==> config.mk <==
export PLATFORM = sky130hd
export DESIGN_NAME = cmd_ring_pusher
export DESIGN_NICKNAME = d
export VERILOG_FILES = /design/src/rtl/pusher_pkg.sv /design/src/rtl/pusher_cfg.sv /design/src/rtl/pusher_getptr.sv /design/src/rtl/pusher_seq.sv /design/src/rtl/cmd_ring_pusher.sv
export SDC_FILE = /design/constraint.sdc
export NUM_CORES = 1
export LEC_CHECK = 0
export ABC_CLOCK_PERIOD_IN_PS = 2600
export BUFFER_PORTS_ARGS = -buffer_cell sky130_fd_sc_hd__buf_2
export CORE_MARGIN = 10
export CORE_UTILIZATION = 30
export DETAILED_ROUTE_END_ITERATION = 7
export GPL_ROUTABILITY_DRIVEN = 1
export RECOVER_POWER = 25
export SLEW_MARGIN = 20
export SYNTH_ARGS = -nofsm -noshare
export SYNTH_HDL_FRONTEND = slang
export SYNTH_SLANG_ARGS = --single-unit
==> constraint.sdc <==
create_clock -name clk -period 2.6 [get_ports clk]
set_input_delay 0.13 -clock clk [delete_from_list [all_inputs] [get_ports clk]]
set_output_delay 0.13 -clock clk [all_outputs]
set_load 0.05 [all_outputs]
==> src/rtl/pusher_pkg.sv <==
// Shared definitions for the ring command pusher.
// Assumes 32-bit ring words and 16-bit register offsets.
package pusher_pkg;

    localparam int WORD_W     = 32;
    localparam int OFS_W      = 16;
    localparam int CNT_W      = 16;
    localparam int HDR_CNT_LSB = 16;

    // Configuration entry selectors
    localparam logic [1:0] CFG_ENABLE = 2'd0;
    localparam logic [1:0] CFG_BASE   = 2'd1;
    localparam logic [1:0] CFG_SIZE   = 2'd2;
    localparam logic [1:0] CFG_PUT    = 2'd3;

    typedef enum logic [1:0] {
        PS_IDLE  = 2'd0,
        PS_FETCH = 2'd1,
        PS_WRITE = 2'd2
    } pusher_state_e;

endpackage

==> src/rtl/pusher_cfg.sv <==
// Configuration registers: enable, ring base, ring size and PUT.
// Assumes the size is written as a power of two in bytes. The base is
// forced to 16-byte alignment and PUT to word alignment.
module pusher_cfg
    import pusher_pkg::*;
#(
    parameter int ADDR_W = 32,
    parameter int PTR_W  = 16
) (
    input  logic              clk,
    input  logic              rst_n,
    input  logic              cfg_we,
    input  logic [1:0]        cfg_addr,
    input  logic [WORD_W-1:0] cfg_wdata,
    output logic              enable,
    output logic [ADDR_W-1:0] base,
    output logic [PTR_W-1:0]  size_mask,
    output logic [PTR_W-1:0]  put
);

    logic [PTR_W-1:0] size_q;

    // Capture host writes into the selected entry
    always_ff @(posedge clk) begin
        if (!rst_n) begin
            enable <= 1'b0;
            base   <= '0;
            size_q <= '0;
            put    <= '0;
        end else if (cfg_we) begin
            case (cfg_addr)
                CFG_ENABLE: enable <= cfg_wdata[0];
                CFG_BASE:   base   <= {cfg_wdata[ADDR_W-1:4], 4'b0000};
                CFG_SIZE:   size_q <= cfg_wdata[PTR_W-1:0];
                default:    put    <= {cfg_wdata[PTR_W-1:2], 2'b00};
            endcase
        end
    end

    // Wrap mask for a power-of-two ring size
    always_comb size_mask = size_q - PTR_W'(1);

    wire unused_cfg_bits = ^cfg_wdata;

    // PUT never holds a byte-misaligned offset
    a_r10_put_aligned: assert property (@(posedge clk) disable iff (!rst_n)
        put[1:0] == 2'b00);

endmodule

==> src/rtl/pusher_getptr.sv <==
// GET pointer: advances one word per consumed entry and wraps at the ring size.
// Assumes size_mask is size minus one, with size a power of two.
module pusher_getptr #(
    parameter int PTR_W = 16
) (
    input  logic             clk,
    input  logic             rst_n,
    input  logic             step,
    input  logic [PTR_W-1:0] size_mask,
    input  logic [PTR_W-1:0] put,
    output logic [PTR_W-1:0] get,
    output logic             drained
);

    // Advance and wrap GET on each consumed word
    always_ff @(posedge clk) begin
        if (!rst_n)
            get <= '0;
        else if (step)
            get <= (get + PTR_W'(4)) & size_mask;
    end

    // Ring drained when GET reaches PUT
    always_comb drained = (get == put);

    // any change of GET is a single word step, modulo the ring size
    a_r3_get_step: assert property (@(posedge clk) disable iff (!rst_n)
        (get != $past(get)) && $stable(size_mask)
        |-> get == (($past(get) + PTR_W'(4)) & size_mask));

endmodule

==> src/rtl/pusher_seq.sv <==
// Sequencer: fetches ring words, decodes headers, and issues register writes.
// Assumes one fetch in flight at a time and a fetch request held until the
// read-valid returns.
module pusher_seq
    import pusher_pkg::*;
#(
    parameter int          ADDR_W  = 32,
    parameter int          PTR_W   = 16,
    parameter logic [15:0] CMD_OFS = 16'h0150
) (
    input  logic              clk,
    input  logic              rst_n,
    input  logic              enable,
    input  logic              drained,
    input  logic [ADDR_W-1:0] base,
    input  logic [PTR_W-1:0]  get,
    output logic              step,
    output logic              mem_req,
    output logic [ADDR_W-1:0] mem_addr,
    input  logic              mem_rvalid,
    input  logic [WORD_W-1:0] mem_rdata,
    output logic              wr_valid,
    output logic [OFS_W-1:0]  wr_offset,
    output logic [WORD_W-1:0] wr_data,
    input  logic              wr_ready,
    input  logic              tgt_busy
);

    pusher_state_e     state;
    logic [CNT_W-1:0]  remain;
    logic [OFS_W-1:0]  ofs;
    logic [WORD_W-1:0] wdata;
    logic              is_cmd;

    // Fetch and write-port outputs derived from state
    always_comb begin
        mem_req   = (state == PS_FETCH);
        mem_addr  = base + ADDR_W'(get);
        step      = mem_req && mem_rvalid;
        is_cmd    = (ofs == CMD_OFS);
        wr_valid  = (state == PS_WRITE) && !(is_cmd && tgt_busy);
        wr_offset = ofs;
        wr_data   = wdata;
    end

    // Packet state machine: header decode, data capture, write completion
    always_ff @(posedge clk) begin
        if (!rst_n) begin
            state  <= PS_IDLE;
            remain <= '0;
            ofs    <= '0;
            wdata  <= '0;
        end else begin
            case (state)
                PS_IDLE: begin
                    if (enable && !drained)
                        state <= PS_FETCH;
                end
                PS_FETCH: begin
                    if (mem_rvalid) begin
                        if (remain == '0) begin
                            remain <= mem_rdata[HDR_CNT_LSB +: CNT_W];
                            ofs    <= {mem_rdata[OFS_W-1:2], 2'b00};
                            state  <= PS_IDLE;
                        end else begin
                            wdata <= mem_rdata;
                            state <= PS_WRITE;
                        end
                    end
                end
                PS_WRITE: begin
                    if (wr_valid && wr_ready) begin
                        ofs    <= ofs + OFS_W'(4);
                        remain <= remain - CNT_W'(1);
                        state  <= PS_IDLE;
                    end
                end
                default: state <= PS_IDLE;
            endcase
        end
    end

    // a fetch starts only from an enabled, non-drained ring
    a_r4_fetch_start: assert property (@(posedge clk) disable iff (!rst_n)
        $rose(mem_req) |-> $past(enable) && !$past(drained));

    // the fetch request holds with a stable address until data returns
    a_r5_req_hold: assert property (@(posedge clk) disable iff (!rst_n)
        mem_req && !mem_rvalid |=> mem_req && $stable(mem_addr));

    // a stalled non-command write keeps its offset and data
    a_r7_wr_hold: assert property (@(posedge clk) disable iff (!rst_n)
        wr_valid && !wr_ready && (wr_offset != CMD_OFS)
        |=> wr_valid && $stable(wr_offset) && $stable(wr_data));

    // no command-offset write is presented while the target is busy
    a_r8_cmd_wait: assert property (@(posedge clk) disable iff (!rst_n)
        wr_valid && (wr_offset == CMD_OFS) |-> !tgt_busy);

endmodule

==> src/rtl/cmd_ring_pusher.sv <==
// Top level of the ring command pusher: configuration, GET pointer and
// sequencer. Assumes a single-beat word read port and a register write port
// with ready backpressure.
module cmd_ring_pusher
    import pusher_pkg::*;
#(
    parameter int          ADDR_W  = 32,
    parameter int          PTR_W   = 16,
    parameter logic [15:0] CMD_OFS = 16'h0150
) (
    input  logic              clk,
    input  logic              rst_n,
    input  logic              cfg_we,
    input  logic [1:0]        cfg_addr,
    input  logic [31:0]       cfg_wdata,
    output logic [PTR_W-1:0]  ring_get,
    output logic              mem_req,
    output logic [ADDR_W-1:0] mem_addr,
    input  logic              mem_rvalid,
    input  logic [31:0]       mem_rdata,
    output logic              wr_valid,
    output logic [15:0]       wr_offset,
    output logic [31:0]       wr_data,
    input  logic              wr_ready,
    input  logic              tgt_busy
);

    logic              enable;
    logic [ADDR_W-1:0] base;
    logic [PTR_W-1:0]  size_mask;
    logic [PTR_W-1:0]  put;
    logic              step;
    logic              drained;

    pusher_cfg #(.ADDR_W(ADDR_W), .PTR_W(PTR_W)) u_cfg (
        .clk       (clk),
        .rst_n     (rst_n),
        .cfg_we    (cfg_we),
        .cfg_addr  (cfg_addr),
        .cfg_wdata (cfg_wdata),
        .enable    (enable),
        .base      (base),
        .size_mask (size_mask),
        .put       (put)
    );

    pusher_getptr #(.PTR_W(PTR_W)) u_get (
        .clk       (clk),
        .rst_n     (rst_n),
        .step      (step),
        .size_mask (size_mask),
        .put       (put),
        .get       (ring_get),
        .drained   (drained)
    );

    pusher_seq #(.ADDR_W(ADDR_W), .PTR_W(PTR_W), .CMD_OFS(CMD_OFS)) u_seq (
        .clk        (clk),
        .rst_n      (rst_n),
        .enable     (enable),
        .drained    (drained),
        .base       (base),
        .get        (ring_get),
        .step       (step),
        .mem_req    (mem_req),
        .mem_addr   (mem_addr),
        .mem_rvalid (mem_rvalid),
        .mem_rdata  (mem_rdata),
        .wr_valid   (wr_valid),
        .wr_offset  (wr_offset),
        .wr_data    (wr_data),
        .wr_ready   (wr_ready),
        .tgt_busy   (tgt_busy)
    );

    // nothing is requested or written while disabled and drained at rest
    a_r11_quiet_reset: assert property (@(posedge clk) disable iff (!rst_n)
        $past(!rst_n) |-> !mem_req && !wr_valid && ring_get == '0);

endmodule

==> flow_summary.json <==
{
  "grt_max_degree": 56,
  "cts.sinks": 139,
  "nFillCells": 2413,
  "crit_buf_inv": 1,
  "track_usage": 0.165,
  "first_iter_violations": 484,
  "hold_violations": 0,
  "grt_overflow": 0,
  "synth_top_area_frac": 0.383,
  "ys.flop_type": "dfxtp_1",
  "setup_viol": 12,
  "worst_slack_ps": -245,
  "slew_headroom": 0.341,
  "gp_congestion": 0.851,
  "synth-seq-cells": 139,
  "dr.pass1.iters": 5,
  "crit_family": "compound AO/OA/AOI/OAI gates",
  "dieHeight_um": 176,
  "fmax_mhz": 352,
  "synth_edf_count": 0,
  "max-vdd-ir-drop_mv": 0.387,
  "grt_setup_unrepaired": "true",
  "critPathMaxStageDelay_ps": 410,
  "power.leakage_nw": 4.21,
  "numCtsBuffers": 17,
  "arrival_ps": 2710,
  "final_cells": 1528,
  "async_flop_share": 0,
  "drive_gt1_frac": 0.255,
  "cp-end-kind": "primary output",
  "hp-start": "wr_ready",
  "final_cell_mix": "230 x nand2_1, 139 x a21oi_1, 124 x dfxtp_1",
  "total_power_mw": 5.41,
  "ant_nets": 0,
  "clkTransAtPathRegs_ps": 60,
  "violations": "negative setup slack",
  "path_class": "reg2out",
  "min_period_over_period": 1.09,
  "synth_seq_area_share": 0.383,
  "ys_warn_count": 0,
  "num_vias": 7728,
  "final_nets": 1284,
  "regToRegStartpoint": "u_seq.state[0]",
  "drt-total-wl_um": 26000,
  "syn_to_final_growth_pct": 43.7,
  "yosysUniqueCellTypes": 73,
  "hp-class": "in2reg",
  "synth_cells": 951,
  "cpMaxStageDelayCell": "a2111oi_4",
  "cts-htree-levels": 4,
  "grt_antenna_before_repair": 3,
  "grt_pass1_wl_um": 41400,
  "required_ps": 2470,
  "drcViolationCount": 0,
  "yosys.area.top_type": "dfxtp_1",
  "wl_per_cell_um": 17.0,
  "port_buffers": 167,
  "crit_fanout": 2,
  "drv_cap": 0,
  "grt_pass1_vias": 7662,
  "min_period_ps": 2840,
  "num_rows": 56,
  "core_area_um2": 23700,
  "tritoncts": "yes",
  "die-area_um2": 30800,
  "root_buffer": "clkbuf_16",
  "avgSynthCellArea_um2": 7.64,
  "cts_max_path_buffers": 2,
  "initial_core_util": 0.307,
  "placed_cells": 1419,
  "tightest_slew_ps": 989,
  "worst_setup_path_start_kind": "flop",
  "crit_start": "u_cfg.base[4]",
  "syn-cell-area_um2": 7270,
  "netlist_top_cells_area": "dfxtp_1 38%, nand2_1 12%, a21oi_1 9.9%",
  "power_density_nw_per_um2": 518,
  "finalClockSkew_ps": 9.91,
  "routed_via_density": 5.06,
  "dieWidth_um": 176,
  "clk_latency_ps": 430,
  "slew_viol_final": 0,
  "dp_hpwl_um": 18200,
  "ios": 170,
  "status": "complete, but fails checks",
  "layout_commonest_cell": "nand2_1",
  "crit_chain": "ha_4 -> fa_2 -> a211oi_4 -> o21bai_2 -> a2111oi_4 -> o41ai_2 -> a21oi_2 -> xnor2_4 -> buf_6"
}
state kept, by name (all words and copies together), names as in the netlist:
name	flops
u_cfg.base	28
u_seq.wr_data	32
u_cfg.put	14
u_cfg.enable	1
u_get.get	16
u_seq.wr_offset	14
u_seq.remain	16
u_seq.state	2
u_cfg.size_q	16
worst min-delay path, stage by stage:
cell,delay [ps]
buf_2,90
a21oi_1,60
nor2_1,90
nor2_1,40
per-stage QoR:
step	hold WS (ps)	worst slack (ps)	cell area (um2)	utilization	TNS, ps
6_report	33.5	-245	10400	0.441	-820
5_1_grt	20.8	-379	10400	0.441	-2920
4_1_cts	3.14	-315	10300	0.437	-2380
3_5_place_dp	377	-134	8730	0.369	-159
3_3_place_gp	373	-155	8730	0.369	-155
2_1_floorplan	266	-33.2	7440	-	-33.2
worst paths after layout:
| kind | to | slack [ps] | depth (start not counted) |
|---|---|---|---|
| worst min-delay path | u_seq.state[1] | 30 | 4 |
| worst min register to register | u_seq.wr_data[18] | 450 | 2 |
| worst max-delay path | mem_addr[14] | -240 | 9 |
| worst max register to register | u_get.get[8] | 90 | 6 |
timing repair:
item                                    CTS  global route
gates resized for setup                  81            26
pin swaps                                21            19
hold endpoints to repair                 92             0
hold buffers                             64             0
endpoints found under the setup margin   21            21
setup buffers                             5             6
gates cloned                              1             0
cell families (layout without fill, tap and decap cells):
logic type | Yosys count | count (layout) | synth area share
multiplexers | 2 | 2 | 0.00293
buffers and inverters | 78 | 333 | 0.0498
flip-flops | 139 | 139 | 0.383
other | 1 | 4 | 0.000516
XOR/XNOR | 60 | 60 | 0.0723
AO/OA/AOI/OAI | 251 | 251 | 0.203
adder cells (fa/ha/maj) | 18 | 18 | 0.0320
AND/OR/NAND/NOR | 402 | 402 | 0.257
layer usage:
metal,vias up,track usage,share of wire
met1,3657,0.197,0.43
met4,2,0.0449,0.015
met2,238,0.284,0.49
met3,31,0.0465,0.065
li1,3800,-,-
met5,-,0,0.00065
layout make-up:
cell class	instances	area, um2	area share
tap	319	399	0.0382
inverter	16	61.3	0.00587
antenna	2	5.00	0.000479
sequential	139	2810	0.269
timing repair buffer	285	1980	0.190
multi-input combinational	735	4580	0.438
clock buffer	22	474	0.0454
clock inverter	10	140	0.0134
report_power, final:
group / switching, mW / internal (mW)
Sequential: 0.0509 / 2.17
Clock: 0.966 / 1.59
Combinational: 0.371 / 0.265
Total: 1.39 / 4.02
cell usage after synthesis, types with 3 or more instances:
cell type,n
o211ai_1,4
xor2_1,22
nor3_1,19
or3_1,3
nor2_1,42
or2_2,3
nand2b_1,4
buf_1,4
nand2_1,233
nor3b_1,4
buf_2,9
o21ai_0,34
nand3_1,19
a21o_1,5
o22ai_1,7
buf_4,11
a211oi_1,10
inv_1,16
o41ai_1,3
nor4_1,10
a22oi_1,3
and3_1,20
o21a_1,3
dfxtp_1,139
clkbuf_1,35
and4_1,8
xnor2_1,38
ha_1,17
a21oi_1,143
a21boi_0,4
o21ai_1,6
nand4_1,19
Note: power is estimated with default switching activity, not from simulation.
